### src/rtl/updn_timer_pkg.sv
package updn_timer_pkg;

    typedef struct packed {
        logic run;
        logic down;
        logic single;
        logic ovf_only;
        logic upd_off;
    } tmr_ctl_t;

endpackage

### src/rtl/updn_timer_regs.sv
module updn_timer_regs
    import updn_timer_pkg::*;
#(
    parameter int W = 16,
    parameter logic [W-1:0] RST_RELOAD = '1
) (
    input  logic         clk,
    input  logic         rst_n,
    input  logic         ctl_wr,
    input  tmr_ctl_t     ctl_wdata,
    input  logic         start,
    input  logic         reload_wr,
    input  logic [W-1:0] reload_wdata,
    input  logic         div_wr,
    input  logic [W-1:0] div_wdata,
    input  logic         uev,
    output tmr_ctl_t     ctl,
    output logic [W-1:0] reload_act,
    output logic [W-1:0] reload_next,
    output logic [W-1:0] div_act
);

    typedef struct packed {
        tmr_ctl_t     ctl;
        logic [W-1:0] rl_pre;
        logic [W-1:0] rl_act;
        logic [W-1:0] dv_pre;
        logic [W-1:0] dv_act;
    } regs_t;

    regs_t st_d, st_q;

    always_comb begin
        st_d = st_q;
        if (ctl_wr) st_d.ctl = ctl_wdata;
        if (start) st_d.ctl.run = 1'b1;
        if (uev && st_q.ctl.single) st_d.ctl.run = 1'b0;
        if (reload_wr) st_d.rl_pre = reload_wdata;
        if (div_wr) st_d.dv_pre = div_wdata;
        if (uev) begin
            st_d.rl_act = st_q.rl_pre;
            st_d.dv_act = st_q.dv_pre;
        end
    end

    always_ff @(posedge clk or negedge rst_n) begin
        if (!rst_n) begin
            st_q        <= '0;
            st_q.rl_pre <= RST_RELOAD;
            st_q.rl_act <= RST_RELOAD;
        end else begin
            st_q <= st_d;
        end
    end

    assign ctl         = st_q.ctl;
    assign reload_act  = st_q.rl_act;
    assign div_act     = st_q.dv_act;
    assign reload_next = uev ? st_q.rl_pre : st_q.rl_act;

    // active copies move only on an update event
    p_shadow_hold_r6: assert property (@(posedge clk) disable iff (!rst_n)
        !uev |=> ($stable(reload_act) && $stable(div_act)));

    // single-period update stops the counter
    p_single_stop_r11: assert property (@(posedge clk) disable iff (!rst_n)
        (uev && ctl.single) |=> !ctl.run);

endmodule

### src/rtl/updn_timer_presc.sv
module updn_timer_presc #(
    parameter int W = 16
) (
    input  logic         clk,
    input  logic         rst_n,
    input  logic         run,
    input  logic         restart,
    input  logic [W-1:0] div_act,
    output logic         tick
);

    typedef struct packed {
        logic [W-1:0] phase;
    } presc_t;

    presc_t st_d, st_q;

    assign tick = run && (st_q.phase == div_act);

    always_comb begin
        st_d = st_q;
        if (restart) begin
            st_d.phase = '0;
        end else if (run) begin
            st_d.phase = tick ? '0 : st_q.phase + 1'b1;
        end
    end

    always_ff @(posedge clk or negedge rst_n) begin
        if (!rst_n) st_q <= '0;
        else        st_q <= st_d;
    end

    // divider phase never runs past the divide value
    p_phase_bound_r5: assert property (@(posedge clk) disable iff (!rst_n)
        st_q.phase <= div_act);

endmodule

### src/rtl/updn_timer_core.sv
module updn_timer_core #(
    parameter int W = 16
) (
    input  logic         clk,
    input  logic         rst_n,
    input  logic         tick,
    input  logic         down,
    input  logic         restart,
    input  logic [W-1:0] reload_act,
    input  logic [W-1:0] reload_next,
    output logic [W-1:0] count,
    output logic         wrap
);

    typedef struct packed {
        logic [W-1:0] cnt;
    } core_t;

    core_t st_d, st_q;
    logic  at_end;

    assign at_end = down ? (st_q.cnt == '0) : (st_q.cnt == reload_act);
    assign wrap   = tick && at_end;

    always_comb begin
        st_d = st_q;
        if (restart) begin
            st_d.cnt = down ? reload_next : '0;
        end else if (tick) begin
            if (down) st_d.cnt = at_end ? reload_next : st_q.cnt - 1'b1;
            else      st_d.cnt = at_end ? '0 : st_q.cnt + 1'b1;
        end
    end

    always_ff @(posedge clk or negedge rst_n) begin
        if (!rst_n) st_q <= '0;
        else        st_q <= st_d;
    end

    assign count = st_q.cnt;

    // a down tick above zero subtracts one
    p_down_step_r3: assert property (@(posedge clk) disable iff (!rst_n)
        (tick && down && !restart && count != '0) |=> (count == W'($past(count) - 1'b1)));

endmodule

### src/rtl/updn_timer_upd.sv
module updn_timer_upd (
    input  logic clk,
    input  logic rst_n,
    input  logic wrap,
    input  logic restart,
    input  logic ovf_only,
    input  logic upd_off,
    input  logic flag_clr,
    input  logic dma_en,
    output logic uev,
    output logic uev_pulse,
    output logic flag,
    output logic dma_req
);

    typedef struct packed {
        logic uev;
        logic flag;
        logic dma;
    } upd_t;

    upd_t st_d, st_q;
    logic req;

    assign uev = !upd_off && (wrap || restart);
    assign req = uev && (wrap || !ovf_only);

    always_comb begin
        st_d     = st_q;
        st_d.uev = uev;
        st_d.dma = req && dma_en;
        if (flag_clr) st_d.flag = 1'b0;
        if (req)      st_d.flag = 1'b1;
    end

    always_ff @(posedge clk or negedge rst_n) begin
        if (!rst_n) st_q <= '0;
        else        st_q <= st_d;
    end

    assign uev_pulse = st_q.uev;
    assign flag      = st_q.flag;
    assign dma_req   = st_q.dma;

    // blocked updates never pulse
    p_no_uev_blocked_r9: assert property (@(posedge clk) disable iff (!rst_n)
        upd_off |=> !uev_pulse);

    // DMA pulse only after an enabled cycle
    p_dma_gated_r10: assert property (@(posedge clk) disable iff (!rst_n)
        dma_req |-> $past(dma_en));

    // flag rises only from a wrap or an unfiltered source
    p_flag_source_r8: assert property (@(posedge clk) disable iff (!rst_n)
        $rose(flag) |-> ($past(wrap) || !$past(ovf_only)));

endmodule

### src/rtl/updn_timer.sv
module updn_timer
    import updn_timer_pkg::*;
#(
    parameter int W = 16,
    parameter logic [W-1:0] RST_RELOAD = '1
) (
    input  logic         clk,
    input  logic         rst_n,
    input  logic         ctl_wr,
    input  logic         ctl_run,
    input  logic         ctl_down,
    input  logic         ctl_single,
    input  logic         ctl_ovf_only,
    input  logic         ctl_upd_off,
    input  logic         reload_wr,
    input  logic [W-1:0] reload_wdata,
    input  logic         div_wr,
    input  logic [W-1:0] div_wdata,
    input  logic         sw_update,
    input  logic         slave_reset,
    input  logic         slave_start,
    input  logic         flag_clr,
    input  logic         dma_en,
    output logic [W-1:0] count,
    output logic         running,
    output logic         update_pulse,
    output logic         update_flag,
    output logic         dma_req,
    output logic [W-1:0] reload_active,
    output logic [W-1:0] div_active
);

    tmr_ctl_t     ctl_wdata, ctl;
    logic         restart, uev, tick, wrap;
    logic [W-1:0] reload_next;

    assign ctl_wdata = '{run: ctl_run, down: ctl_down, single: ctl_single,
                         ovf_only: ctl_ovf_only, upd_off: ctl_upd_off};
    assign restart   = sw_update || slave_reset;

    updn_timer_regs #(.W(W), .RST_RELOAD(RST_RELOAD)) u_regs (
        .clk, .rst_n, .ctl_wr, .ctl_wdata, .start(slave_start),
        .reload_wr, .reload_wdata, .div_wr, .div_wdata, .uev,
        .ctl, .reload_act(reload_active), .reload_next, .div_act(div_active)
    );

    updn_timer_presc #(.W(W)) u_presc (
        .clk, .rst_n, .run(ctl.run), .restart, .div_act(div_active), .tick
    );

    updn_timer_core #(.W(W)) u_core (
        .clk, .rst_n, .tick, .down(ctl.down), .restart,
        .reload_act(reload_active), .reload_next, .count, .wrap
    );

    updn_timer_upd u_upd (
        .clk, .rst_n, .wrap, .restart, .ovf_only(ctl.ovf_only),
        .upd_off(ctl.upd_off), .flag_clr, .dma_en, .uev,
        .uev_pulse(update_pulse), .flag(update_flag), .dma_req
    );

    assign running = ctl.run;

endmodule

### config.mk
export PLATFORM = sky130hd
export DESIGN_NAME = updn_timer
export DESIGN_NICKNAME = d
export VERILOG_FILES = /design/src/rtl/updn_timer_pkg.sv /design/src/rtl/updn_timer_regs.sv /design/src/rtl/updn_timer_presc.sv /design/src/rtl/updn_timer_core.sv /design/src/rtl/updn_timer_upd.sv /design/src/rtl/updn_timer.sv
export SDC_FILE = /design/constraint.sdc
export NUM_CORES = 1
export LEC_CHECK = 0
export BUFFER_PORTS_ARGS = -buffer_cell sky130_fd_sc_hd__buf_2
export CAP_MARGIN = 25
export CORE_MARGIN = 2
export CORE_UTILIZATION = 45
export DETAILED_ROUTE_END_ITERATION = 10
export GPL_TIMING_DRIVEN = 0
export PLACE_DENSITY = 0.7
export SYNTH_ARGS = -nofsm -noshare
export SYNTH_HDL_FRONTEND = slang
export SYNTH_SLANG_ARGS = --single-unit
### constraint.sdc
create_clock -name clk -period 3.97 [get_ports clk]
set_input_delay 0.5955 -clock clk [delete_from_list [all_inputs] [get_ports clk]]
set_output_delay 0.5955 -clock clk [all_outputs]
set_load 0.005 [all_outputs]
==> flow_metrics.tcl <==
set metrics [dict create \
    setup_slack_ps 520.0 \
    min_path_type "in -> async" \
    postLayoutCoreUtil_pct 54.67 \
    setup_violations 0 \
    worstSetupEndpointType "flop" \
    yosysTopAreaCell "dfrtp_1" \
    antenna_found_initial 0 \
    dp_hpwl_um 9616 \
    cts-root-buf "clkbuf_16" \
    fin_skew_ps 11.24 \
    chipWidth_um 115.8 \
    hold_violations 0 \
    cts_sinks 104 \
    final_nets 658 \
    htreeDepth 3 \
    die-area_sq_mm 0.01341 \
    status "completed" \
    synth_area_leaders "dfrtp_1, dfstp_2, mux2_2" \
    powerDensity_mw_per_mm2 513.3 \
    stdcell_count 780 \
    cts_buffer_depth 2 \
    clockPowerShare_pct 25.0 \
    synth_fp_nets 551 \
    async_reset_ff_share_pct 100.0 \
    setup_tns_ps 0 \
    die_h_um 115.8 \
    whs_ps 240.2 \
    grt_usage_pct 20.00 \
    worstSetupStartpointType "flop" \
    drt_first_pass_iters 4 \
    drc 0 \
    cp_max_fo 10 \
    grt_max_degree 64 \
    seq_area_frac_synth_pct 46.96 \
    max-slew-margin-rel_pct 38.71 \
    synth_ff_type "dfrtp_1" \
    dp.cells 764 \
    yosysMostFrequentCell "dfrtp_1" \
    clk_pin_slew_ps 70 \
    core_sq_mm 0.01211 \
    grt_pass1_vias 4256 \
    ir_drop_v 0.0002792 \
    worstPathRequired_ps 4250 \
    cts_setup_buffers 0 \
    drive_gt1_share_pct 41.18 \
    syn_to_final_growth_pct 17.68 \
    finalWirelength_um 12960 \
    period_minus_slack_ps 3450 \
    syn_area_sq_mm 0.005627 \
    pwr-share-seq_pct 43.0 \
    path_class "reg -> reg" \
    internal_power_mw 2.296 \
    drt-initial-drc-count 145 \
    num_vias 4130 \
    grt_pass1_wl_um 21070 \
    arrival_ps 3730 \
    fmax_mhz 289.9 \
    final_max_slew_viol_count 0 \
    cts_buffers 9 \
    max-cap-violations 0 \
    synth_common_cells "dfrtp_1, mux2_2, xor2_1" \
    multi_input_area_sq_mm 0.002536 \
    power.leakage_nw 2.952 \
    ctsResizeCount 0 \
    cts_hold_buf 0 \
    period_share_pct 86.90 \
    fill_cells 1131 \
    yosysWarnings 0 \
    drtAntennaViolNets 0 \
    reg2reg_slack_ps 520 \
    combPwrFrac_pct 32.1 \
    synth_edf_count 0 \
    rsz0062_at_grt "no" \
    ys_types 61 \
    syn-instance-count 500 \
    tightest_slew_ps 913.3 \
    synth_top_cell_area_share_pct 32.02 \
    portBuffers 95 \
    rows 40 \
    via_per_inst 5.295 \
    ys_seq_elements 104 \
    initial_core_util_pct 46.46 \
    place_congestion 0.9070 \
    ff_latch_area_sq_mm 0.002643 \
    pre_cts_ws_ps 494.1 \
    diodes 0 \
    design.portCount 99 \
    clock_latency_ps 350 \
    syn_avg_cell_area_sq_um 11.25 \
    wl_per_cell_um 16.62 \
    grt-ovfl-total 0 \
    switching_power_mw 1.102 \
    swShare_pct 32.43 \
    cts_tree "done" \
]
[layout by cell type, fill, tap and decap left out, types with 4 or more instances in the layout]
cell type	count
nand2_1	30
dfrtp_1	72
and2_1	4
nand3_1	14
and3_1	8
inv_1	6
dfstp_2	32
clkbuf_16	9
mux2_1	6
ha_1	4
buf_2	96
buf_4	34
nor3_1	14
a22o_1	5
clkbuf_1	23
nor4_1	9
xnor2_1	6
o21ai_0	8
mux2_2	46
o2bb2ai_1	8
xor2_1	40
a221o_1	5
nand2b_1	4
a21oi_1	16
mux2_4	16
nor2_1	29
[worst paths after layout]
| path | start | to | cells after the start |
|---|---|---|---|
| max | u_core.count[0] | u_core.count[14] | 9 |
| min | rst_n | u_core.count[15] | 1 |
| max reg2reg | u_core.count[0] | u_core.count[14] | 9 |
| min reg2reg | u_regs.ctl[2] | u_regs.ctl[4] | 1 |
| max in group asynchronous | rst_n | u_regs.st_q[50] | 2 |
| min in group clk | flag_clr | u_upd.flag | 2 |
[metal layers]
layer | track usage, % | routed length, um | share of wire (%) | up-vias
li1 | - | - | - | 1966
met1 | 25.50 | 5765 | 44 | 2025
met2 | 34.89 | 6335 | 49 | 117
met3 | 3.243 | 580 | 4.5 | 22
met4 | 6.429 | 278 | 2.1 | 0
met5 | 0 | 0 | 0 | -
[critical path: stages (launching register included)]
cell      delay, ps
dfrtp_1         400
clkbuf_1        190
inv_1           160
ha_1            180
or4b_1          510
o41ai_4         430
nor2_2           90
nor3_1          630
clkbuf_1        550
a22o_1          240
[cell families after synthesis]
| family | Yosys count | synth area share (%) |
|---|---|---|
| and+or+nand+nor | 132 | 11.83 |
| buffers and inverters | 70 | 7.961 |
| AOI/OAI and AO/OA | 75 | 10.34 |
| adders and majority gates | 4 | 0.8895 |
| xor gates and xnor gates | 46 | 7.160 |
| muxes | 69 | 14.85 |
| DFF | 104 | 46.96 |
[power groups by stage]
stage          registers [mW]  clock network [mW]  logic (mW)
5_1_grt                  1.49               0.909        1.20
4_1_cts                  1.46               0.875        1.10
2_1_floorplan            1.43                   0       0.751
3_3_place_gp             1.47                   0        1.08
3_5_place_dp             1.48                   0        1.10
6_report                 1.46               0.848        1.09
[cell type report]
cell class | instances | area share (%)
Tap cell | 168 | 3.175
Clock buffer | 10 | 3.458
Timing Repair Buffer | 96 | 7.634
Multi-Input combinational cell | 326 | 38.30
Inverter | 6 | 0.3401
Sequential cell | 104 | 39.91
Clock inverter | 6 | 0.7559
Buffer | 64 | 6.425
[flip-flops by register name, indices dropped and copies added, names as in the netlist]
name	cells
u_upd.flag	1
u_regs.st_q	32
u_regs.reload_act	16
u_upd.uev_pulse	1
u_presc.st_q	16
u_regs.ctl	5
u_regs.div_act	16
u_upd.dma_req	1
u_core.count	16
[stage by stage]
step                area (sq um)  power, mW
floorplan                   5627      2.185
global placement            6312      2.554
detailed placement          6342      2.578
CTS                         6621      3.441
global route                6621      3.597
finish                      6621      3.398
(Power assumes the default switching activity.)
